<file path="src/rtl/boot_clk_pkg.sv">
package boot_clk_pkg;
  localparam logic [7:0] STAT_ERASED = 8'hFF;
  localparam logic [7:0] STAT_USER   = 8'h00;

  typedef struct packed {
    logic strobe_n;
    logic ext_acc;
    logic latch_en;
  } strap_t;

  localparam strap_t STRAP_IDLE = '{strobe_n: 1'b1, ext_acc: 1'b0, latch_en: 1'b0};

  function automatic logic strap_forces_boot(strap_t s);
    return ~s.strobe_n & s.ext_acc & s.latch_en;
  endfunction
endpackage

</file>
<file path="src/rtl/bcs_sync.sv">
module bcs_sync #(
  parameter int unsigned      WIDTH   = 1,
  parameter int unsigned      STAGES  = 2,
  parameter logic [WIDTH-1:0] RST_VAL = '0
) (
  input  logic             clk_i,
  input  logic             rst_ni,
  input  logic [WIDTH-1:0] d_i,
  output logic [WIDTH-1:0] q_o
);
  logic [WIDTH-1:0] stage_q [STAGES];

  for (genvar g = 0; g < STAGES; g++) begin : g_stage
    if (g == 0) begin : g_first
      always_ff @(posedge clk_i or negedge rst_ni) begin
        if (!rst_ni) stage_q[g] <= RST_VAL;
        else         stage_q[g] <= d_i;
      end
    end else begin : g_next
      always_ff @(posedge clk_i or negedge rst_ni) begin
        if (!rst_ni) stage_q[g] <= RST_VAL;
        else         stage_q[g] <= stage_q[g-1];
      end
    end
  end

  assign q_o = stage_q[STAGES-1];
endmodule

</file>
<file path="src/rtl/bcs_rst_filter.sv">
module bcs_rst_filter #(
  parameter int unsigned HOLD_MC = 2
) (
  input  logic clk_i,
  input  logic rst_ni,
  input  logic pin_i,
  input  logic tick_i,
  output logic rst_o,
  output logic rel_o
);
  localparam int unsigned CNT_W = $clog2(HOLD_MC + 1);
  localparam logic [CNT_W-1:0] LAST = CNT_W'(HOLD_MC - 1);

  logic [CNT_W-1:0] cnt_q;
  logic             rst_q;
  logic             hit;

  assign hit = pin_i & tick_i & (cnt_q == LAST);

  always_ff @(posedge clk_i or negedge rst_ni) begin
    if (!rst_ni) begin
      cnt_q <= '0;
    end else if (!pin_i) begin
      cnt_q <= '0;
    end else if (tick_i && cnt_q != LAST) begin
      cnt_q <= cnt_q + 1'b1;
    end
  end

  // power-on leaves the internal reset asserted until the pin is seen low
  always_ff @(posedge clk_i or negedge rst_ni) begin
    if (!rst_ni)     rst_q <= 1'b1;
    else if (!pin_i) rst_q <= 1'b0;
    else if (hit)    rst_q <= 1'b1;
  end

  assign rst_o = rst_q;
  assign rel_o = rst_q & ~pin_i;
endmodule

</file>
<file path="src/rtl/bcs_nv_store.sv">
module bcs_nv_store
  import boot_clk_pkg::*;
(
  input  logic       clk_i,
  input  logic       rst_ni,
  input  logic       stat_we_i,
  input  logic [7:0] stat_wdata_i,
  input  logic       fx2_prog_i,
  input  logic       chip_erase_i,
  output logic [7:0] stat_o,
  output logic       fx2_o
);
  logic [7:0] stat_q;
  logic       fx2_q;

  always_ff @(posedge clk_i or negedge rst_ni) begin
    if (!rst_ni) begin
      stat_q <= STAT_ERASED;
      fx2_q  <= 1'b0;
    end else if (chip_erase_i) begin
      stat_q <= STAT_ERASED;
      fx2_q  <= 1'b0;
    end else begin
      // a cleared status byte is sticky until a full erase
      if (stat_we_i && stat_q != STAT_USER) stat_q <= stat_wdata_i;
      if (fx2_prog_i) fx2_q <= 1'b1;
    end
  end

  assign stat_o = stat_q;
  assign fx2_o  = fx2_q;
endmodule

</file>
<file path="src/rtl/bcs_boot_cap.sv">
module bcs_boot_cap
  import boot_clk_pkg::*;
(
  input  logic       clk_i,
  input  logic       rst_ni,
  input  logic       rel_i,
  input  strap_t     strap_i,
  input  logic [7:0] stat_i,
  input  logic       fx2_i,
  input  logic       x2_i,
  output logic       strap_hit_o,
  output logic       fx2_eff_o,
  output logic       boot_sel_o,
  output logic       div6_o
);
  logic boot_q, fx2_eff_q, div6_q;

  assign strap_hit_o = strap_forces_boot(strap_i);

  always_ff @(posedge clk_i or negedge rst_ni) begin
    if (!rst_ni) begin
      boot_q    <= 1'b1;
      fx2_eff_q <= 1'b0;
    end else if (rel_i) begin
      boot_q    <= (stat_i != STAT_USER) | strap_hit_o;
      fx2_eff_q <= fx2_i;
    end
  end

  always_ff @(posedge clk_i or negedge rst_ni) begin
    if (!rst_ni) div6_q <= 1'b0;
    else         div6_q <= fx2_eff_q | x2_i;
  end

  assign boot_sel_o = boot_q;
  assign fx2_eff_o  = fx2_eff_q;
  assign div6_o     = div6_q;
endmodule

</file>
<file path="src/rtl/boot_clk_sel.sv">
module boot_clk_sel
  import boot_clk_pkg::*;
#(
  parameter int unsigned HOLD_MC     = 2,
  parameter int unsigned SYNC_STAGES = 2
) (
  input  logic       clk_i,
  input  logic       rst_ni,
  input  logic       rst_pin_i,
  input  logic       mc_tick_i,
  input  logic       strobe_n_i,
  input  logic       ext_acc_i,
  input  logic       latch_en_i,
  input  logic       stat_we_i,
  input  logic [7:0] stat_wdata_i,
  input  logic       fx2_prog_i,
  input  logic       chip_erase_i,
  input  logic       x2_i,
  output logic       rst_o,
  output logic       boot_sel_o,
  output logic       div6_o,
  output logic [7:0] stat_o
);
  localparam int unsigned STRAP_W = $bits(strap_t);

  logic   pin_sync;
  logic   rel;
  logic   strap_hit;
  logic   fx2_nv;
  logic   fx2_eff;
  strap_t strap_raw, strap_sync;

  assign strap_raw = '{strobe_n: strobe_n_i, ext_acc: ext_acc_i, latch_en: latch_en_i};

  bcs_sync #(.WIDTH(1), .STAGES(SYNC_STAGES), .RST_VAL(1'b0)) i_pin_sync (
    .clk_i (clk_i),
    .rst_ni(rst_ni),
    .d_i   (rst_pin_i),
    .q_o   (pin_sync)
  );

  bcs_sync #(.WIDTH(STRAP_W), .STAGES(SYNC_STAGES), .RST_VAL(STRAP_IDLE)) i_strap_sync (
    .clk_i (clk_i),
    .rst_ni(rst_ni),
    .d_i   (strap_raw),
    .q_o   (strap_sync)
  );

  bcs_rst_filter #(.HOLD_MC(HOLD_MC)) i_rst_filter (
    .clk_i (clk_i),
    .rst_ni(rst_ni),
    .pin_i (pin_sync),
    .tick_i(mc_tick_i),
    .rst_o (rst_o),
    .rel_o (rel)
  );

  bcs_nv_store i_nv_store (
    .clk_i       (clk_i),
    .rst_ni      (rst_ni),
    .stat_we_i   (stat_we_i),
    .stat_wdata_i(stat_wdata_i),
    .fx2_prog_i  (fx2_prog_i),
    .chip_erase_i(chip_erase_i),
    .stat_o      (stat_o),
    .fx2_o       (fx2_nv)
  );

  bcs_boot_cap i_boot_cap (
    .clk_i      (clk_i),
    .rst_ni     (rst_ni),
    .rel_i      (rel),
    .strap_i    (strap_sync),
    .stat_i     (stat_o),
    .fx2_i      (fx2_nv),
    .x2_i       (x2_i),
    .strap_hit_o(strap_hit),
    .fx2_eff_o  (fx2_eff),
    .boot_sel_o (boot_sel_o),
    .div6_o     (div6_o)
  );
endmodule

</file>
<file path="config.mk">
export PLATFORM = sky130hd
export DESIGN_NAME = boot_clk_sel
export DESIGN_NICKNAME = d
export VERILOG_FILES = /design/src/rtl/boot_clk_pkg.sv /design/src/rtl/bcs_sync.sv /design/src/rtl/bcs_rst_filter.sv /design/src/rtl/bcs_nv_store.sv /design/src/rtl/bcs_boot_cap.sv /design/src/rtl/boot_clk_sel.sv
export SDC_FILE = /design/constraint.sdc
export NUM_CORES = 1
export LEC_CHECK = 0
export BUFFER_PORTS_ARGS = -buffer_cell sky130_fd_sc_hd__buf_2
export CAP_MARGIN = 20
export CORE_MARGIN = 5
export CORE_UTILIZATION = 25
export CTS_BUF_LIST = sky130_fd_sc_hd__clkbuf_4 sky130_fd_sc_hd__clkbuf_8
export CTS_CLUSTER_SIZE = 30
export DETAILED_ROUTE_END_ITERATION = 16
export GPL_TIMING_DRIVEN = 0
export HOLD_SLACK_MARGIN = 0.02
export SYNTH_ARGS = -nofsm -noshare
export SYNTH_HDL_FRONTEND = slang
export SYNTH_SLANG_ARGS = --single-unit
</file>
<file path="constraint.sdc">
create_clock -name clk_i -period 3.1 [get_ports clk_i]
set_input_delay 0.775 -clock clk_i [delete_from_list [all_inputs] [get_ports clk_i]]
set_output_delay 0.775 -clock clk_i [all_outputs]
set_load 0.05 [all_outputs]
</file>
Yosys cells after proc, flatten, opt, wreduce, memory -nomap -nowiden
Index checks and enable logic that the tools add are counted.

Flip-flop bits (word level): 23. Output and inout bits: 11. Logic and storage cells: 38.

Add/subtract/negate cells: 1. Equality and inequality tests: 4. Multiplexer cells: 8. Bitwise logic cells: 9. Reduce and logical (&&, ||, !) cells: 5.

Operators with widths (count): 2-to-1 mux 8 bit (2); nonzero test 8 bit (1); inequality test 2 x 1 -> 1 bit, second input constant (3); bitwise AND 1 bit (5); 2-to-1 mux 1 bit (4); 2-to-1 mux 2 bit (2); nonzero test 2 bit (2); adder 2 x 1 -> 2 bit, second input constant (1); == test 2 x 1 -> 1 bit, second input constant (1); logical AND 1 bit (2); inverter 1 bit (2); OR 1 bit (2).

Longest topological paths before layout
Depth in word-level cells: 4. Mapped depth: 5. Mapped depth without buffers: 5.

By module
A second synthesis with hierarchy kept.

Cell total of the unflattened synthesis: 67. Area total of the unflattened synthesis: 963.4 um2.

Modules (own cells, without submodules): bcs_nv_store (times used 1, cells each 31, area each 441.7 um2, seq. area each 235.2 um2); bcs_sync at i_strap_sync (times used 1, cells each 9, area each 175.2 um2, seq. area each 152.6 um2); bcs_rst_filter (times used 1, cells each 14, area each 153.9 um2, seq. area each 76.3 um2); bcs_boot_cap (times used 1, cells each 11, area each 142.6 um2, seq. area each 76.3 um2); bcs_sync at i_pin_sync (times used 1, cells each 2, area each 50.0 um2, seq. area each 50.0 um2).

Least setup slack after synthesis
Ideal clock, no wire load.

Kind: flip-flop to output port. Start: register i_nv_store.stat_q[2] (netlist: i_nv_store.stat_o[2]). End: output port stat_o[2]. Data arrival time: 676 ps. Setup slack: 1649 ps. Stages on the path, launching flop included: 1. Path buffers: 0. Cells stage by stage: dfstp_2.

RTL lines: from (decl) (RTL line bcs_nv_store.sv:13) `logic [7:0] stat_q;`; from (signal assigned) (RTL line bcs_nv_store.sv:25) `if (stat_we_i && stat_q != STAT_USER) stat_q <= stat_wdata_i;`; to (decl) (RTL line boot_clk_sel.sv:22) `output logic [7:0] stat_o`.

No word-level cell between the ends.

Worst setup path in the final report
Start: register i_nv_store.stat_q[5] (netlist: i_nv_store.stat_o[5]). End: output port stat_o[5].

No word-level cell between the ends.

==> flow_summary.json <==
{
  "core_area_um2": 3360,
  "min_period_ps": 1920,
  "ff2ff_setup_slack_ps": 1750,
  "vias_per_cell": 4.25,
  "numCtsBuffers": 3,
  "clk_latency_ps": 310,
  "cts_resized": 0,
  "final_nets": 114,
  "finalClockSkew_ps": 9.73,
  "place_congestion": 0.710,
  "startpoint_type": "flip-flop",
  "post-route-period-util": 0.620,
  "hold_depth": 0,
  "fp.dieW_um": 69.1,
  "final_cell_mix": "29 x buf_2, 12 x dfstp_2, 11 x nor2b_1, 11 x dfrtp_1, 8 x a311o_1",
  "io_buffers": 28,
  "vias": 591,
  "drt-total-wl_um": 1840,
  "r2r-start": "i_nv_store.stat_o[1]$_DFFE_PN1P_",
  "clk_pin_slew_ps": 130,
  "p_per_area_nw_per_um2": 583,
  "crit_path_top_delay_cell": "dfstp_2",
  "cts_tree": "done",
  "die_h_um": 69.1,
  "path_depth": 1,
  "final_antenna_net_count": 0,
  "drc_errors": 0,
  "ys_ff_latch": 23,
  "cts_setup_buffers": 0,
  "path_buf_inv": 1,
  "rr_worst_depth": 3,
  "rsz0062_at_grt": "no",
  "clock_path_buffers": 2,
  "path_cells": "buf_2",
  "start_util": 0.259,
  "grt_max_degree": 24,
  "worst_pin_slew_ps": 497,
  "ios": 30,
  "fin_tns_setup_ps": 0,
  "h-tree-depth": 1,
  "r2r-end": "i_nv_store.stat_o[3]$_DFFE_PN1P_",
  "layout-drive-gt1-share": 0.538,
  "setup_violations": 0,
  "grt_overflow": 0,
  "dieArea_um2": 4770,
  "synthCells": 61,
  "dp_hpwl_um": 1380,
  "cp-end-kind": "output port",
  "ctsHoldBuffers": 0,
  "area_growth_pct": 25.8,
  "synth_area_um2": 872,
  "ys_seq_area_frac": 0.677,
  "drv_slew": 0,
  "drt_iter0_markers": 14,
  "wl_per_cell_um": 13.2,
  "grt_pass1_wl_um": 3080,
  "required_ps": 2320,
  "min_path_type": "reg2reg",
  "cts_root_buf": "clkbuf_4",
  "path_class": "reg2out",
  "row_count": 21,
  "max_freq_ghz": 0.520,
  "path_max_fanout": 3,
  "track_usage": 0.0826,
  "cp.arrival_ps": 1150,
  "slew_headroom": 0.668,
  "diodes": 0,
  "p_leak_uw": 0.000471,
  "holdPathEnd": "i_strap_sync.q_o[0]$_DFF_PN0_",
  "fin_ws_ps": 1180,
  "final_common_cell": "buf_2",
  "dp_slack_ps": 1470,
  "ys_warn_count": 0,
  "hp-start": "i_strap_sync.stage_q[3]$_DFF_PN0_",
  "peakVddDrop_mv": 0.199,
  "syn_area_per_cell_um2": 14.3,
  "firstDrtPassIters": 2,
  "maxCapViolCount": 0,
  "slowest_delay_ps": 570,
  "cp_top_family": "flip-flops",
  "grt_pass1_vias": 613,
  "synth_cell_types": 20,
  "outcome": "completed",
  "finalHoldViolCount": 0,
  "clock_sinks": 23,
  "syn-num-nets": 81,
  "grt_antenna_before_repair": 0
}
where the power goes:
part / switching (uW) / internal (uW)
Combinational: 93.9 / 47.8
Sequential: 16.9 / 343
Clock: 90.5 / 48.2
Total: 201 / 439
through the flow:
| step | area [um2] | util | total power (uW) | cells | hold WS [ps] |
|---|---|---|---|---|---|
| CTS | 1100 | 0.326 | 649 | 139 | 365 |
| finish | 1100 | 0.326 | 640 | 139 | 363 |
| global route | 1100 | 0.326 | 672 | 139 | 371 |
| detailed placement | 1070 | 0.318 | 509 | 135 | 335 |
| floorplan | 872 | - | 465 | 61 | 331 |
| global placement | 1070 | 0.318 | 503 | 135 | 333 |
routing by layer:
metal	global-route usage	vias up	wire length [um]
met5	0	-	0
met4	0.0586	0	39
li1	-	283	-
met1	0.107	284	872
met2	0.119	20	837
met3	0.0203	4	88
synthesized netlist by cell type:
| cell type | n | area, um2 |
|---|---|---|
| nor4_2 | 2 | 25.0 |
| xor2_1 | 1 | 8.76 |
| o211a_1 | 1 | 10.0 |
| mux2_2 | 1 | 11.3 |
| nor2b_1 | 11 | 68.8 |
| buf_2 | 1 | 5.00 |
| clkbuf_1 | 1 | 3.75 |
| o22a_1 | 1 | 8.76 |
| o21ai_0 | 1 | 5.00 |
| a21oi_1 | 1 | 5.00 |
| nand2_2 | 1 | 6.26 |
| dfrtp_1 | 11 | 275 |
| a311o_1 | 8 | 80.1 |
| nand2_1 | 2 | 7.51 |
| dfstp_2 | 12 | 315 |
| nor2_1 | 2 | 7.51 |
| inv_1 | 1 | 3.75 |
| ha_1 | 1 | 12.5 |
| or2_2 | 1 | 6.26 |
| and2_1 | 1 | 6.26 |
flip-flops by register name, summed over array words and instances (netlist names):
name	count
i_rst_filter.cnt_q	2
i_boot_cap.fx2_eff_o	1
i_strap_sync.q_o	3
i_nv_store.stat_o	8
i_pin_sync.q_o	1
i_boot_cap.div6_o	1
i_nv_store.fx2_o	1
i_strap_sync.stage_q	3
i_boot_cap.boot_sel_o	1
i_rst_filter.rst_o	1
i_pin_sync.stage_q	1
logic make-up after synthesis:
kind of cell / Yosys count / share of synthesized area
buffers and inverters: 3 / 0.0143
multiplexers: 1 / 0.0129
AND/OR/NAND/NOR: 20 / 0.146
XOR/XNOR: 1 / 0.0100
AO/OA/AOI/OAI: 12 / 0.125
adder cells (fa/ha/maj): 1 / 0.0143
flip-flops: 23 / 0.677
cell type report:
cell class | instances | area [um2]
clock buffer | 3 | 22.5
clock inverter | 1 | 5.00
timing repair buffer | 28 | 140
tap | 46 | 57.6
inverter | 1 | 3.75
buffer | 2 | 8.76
fill | 358 | 2270
multi-input combinational | 35 | 269
sequential | 23 | 591
worst max-delay path by stage:
stage / slack [ps] / from / end
2_1_floorplan: 1650 / i_nv_store.stat_o[2]$_DFFE_PN1P_ / stat_o[2]
3_3_place_gp: 1500 / stat_we_i / i_nv_store.stat_o[6]$_DFFE_PN1P_
3_5_place_dp: 1470 / stat_we_i / i_nv_store.stat_o[5]$_DFFE_PN1P_
4_1_cts: 1160 / i_nv_store.stat_o[5]$_DFFE_PN1P_ / stat_o[5]
5_1_grt: 1130 / i_nv_store.stat_o[6]$_DFFE_PN1P_ / stat_o[6]
6_report: 1180 / i_nv_store.stat_o[5]$_DFFE_PN1P_ / stat_o[5]
Power figures use the tool's default switching activity.
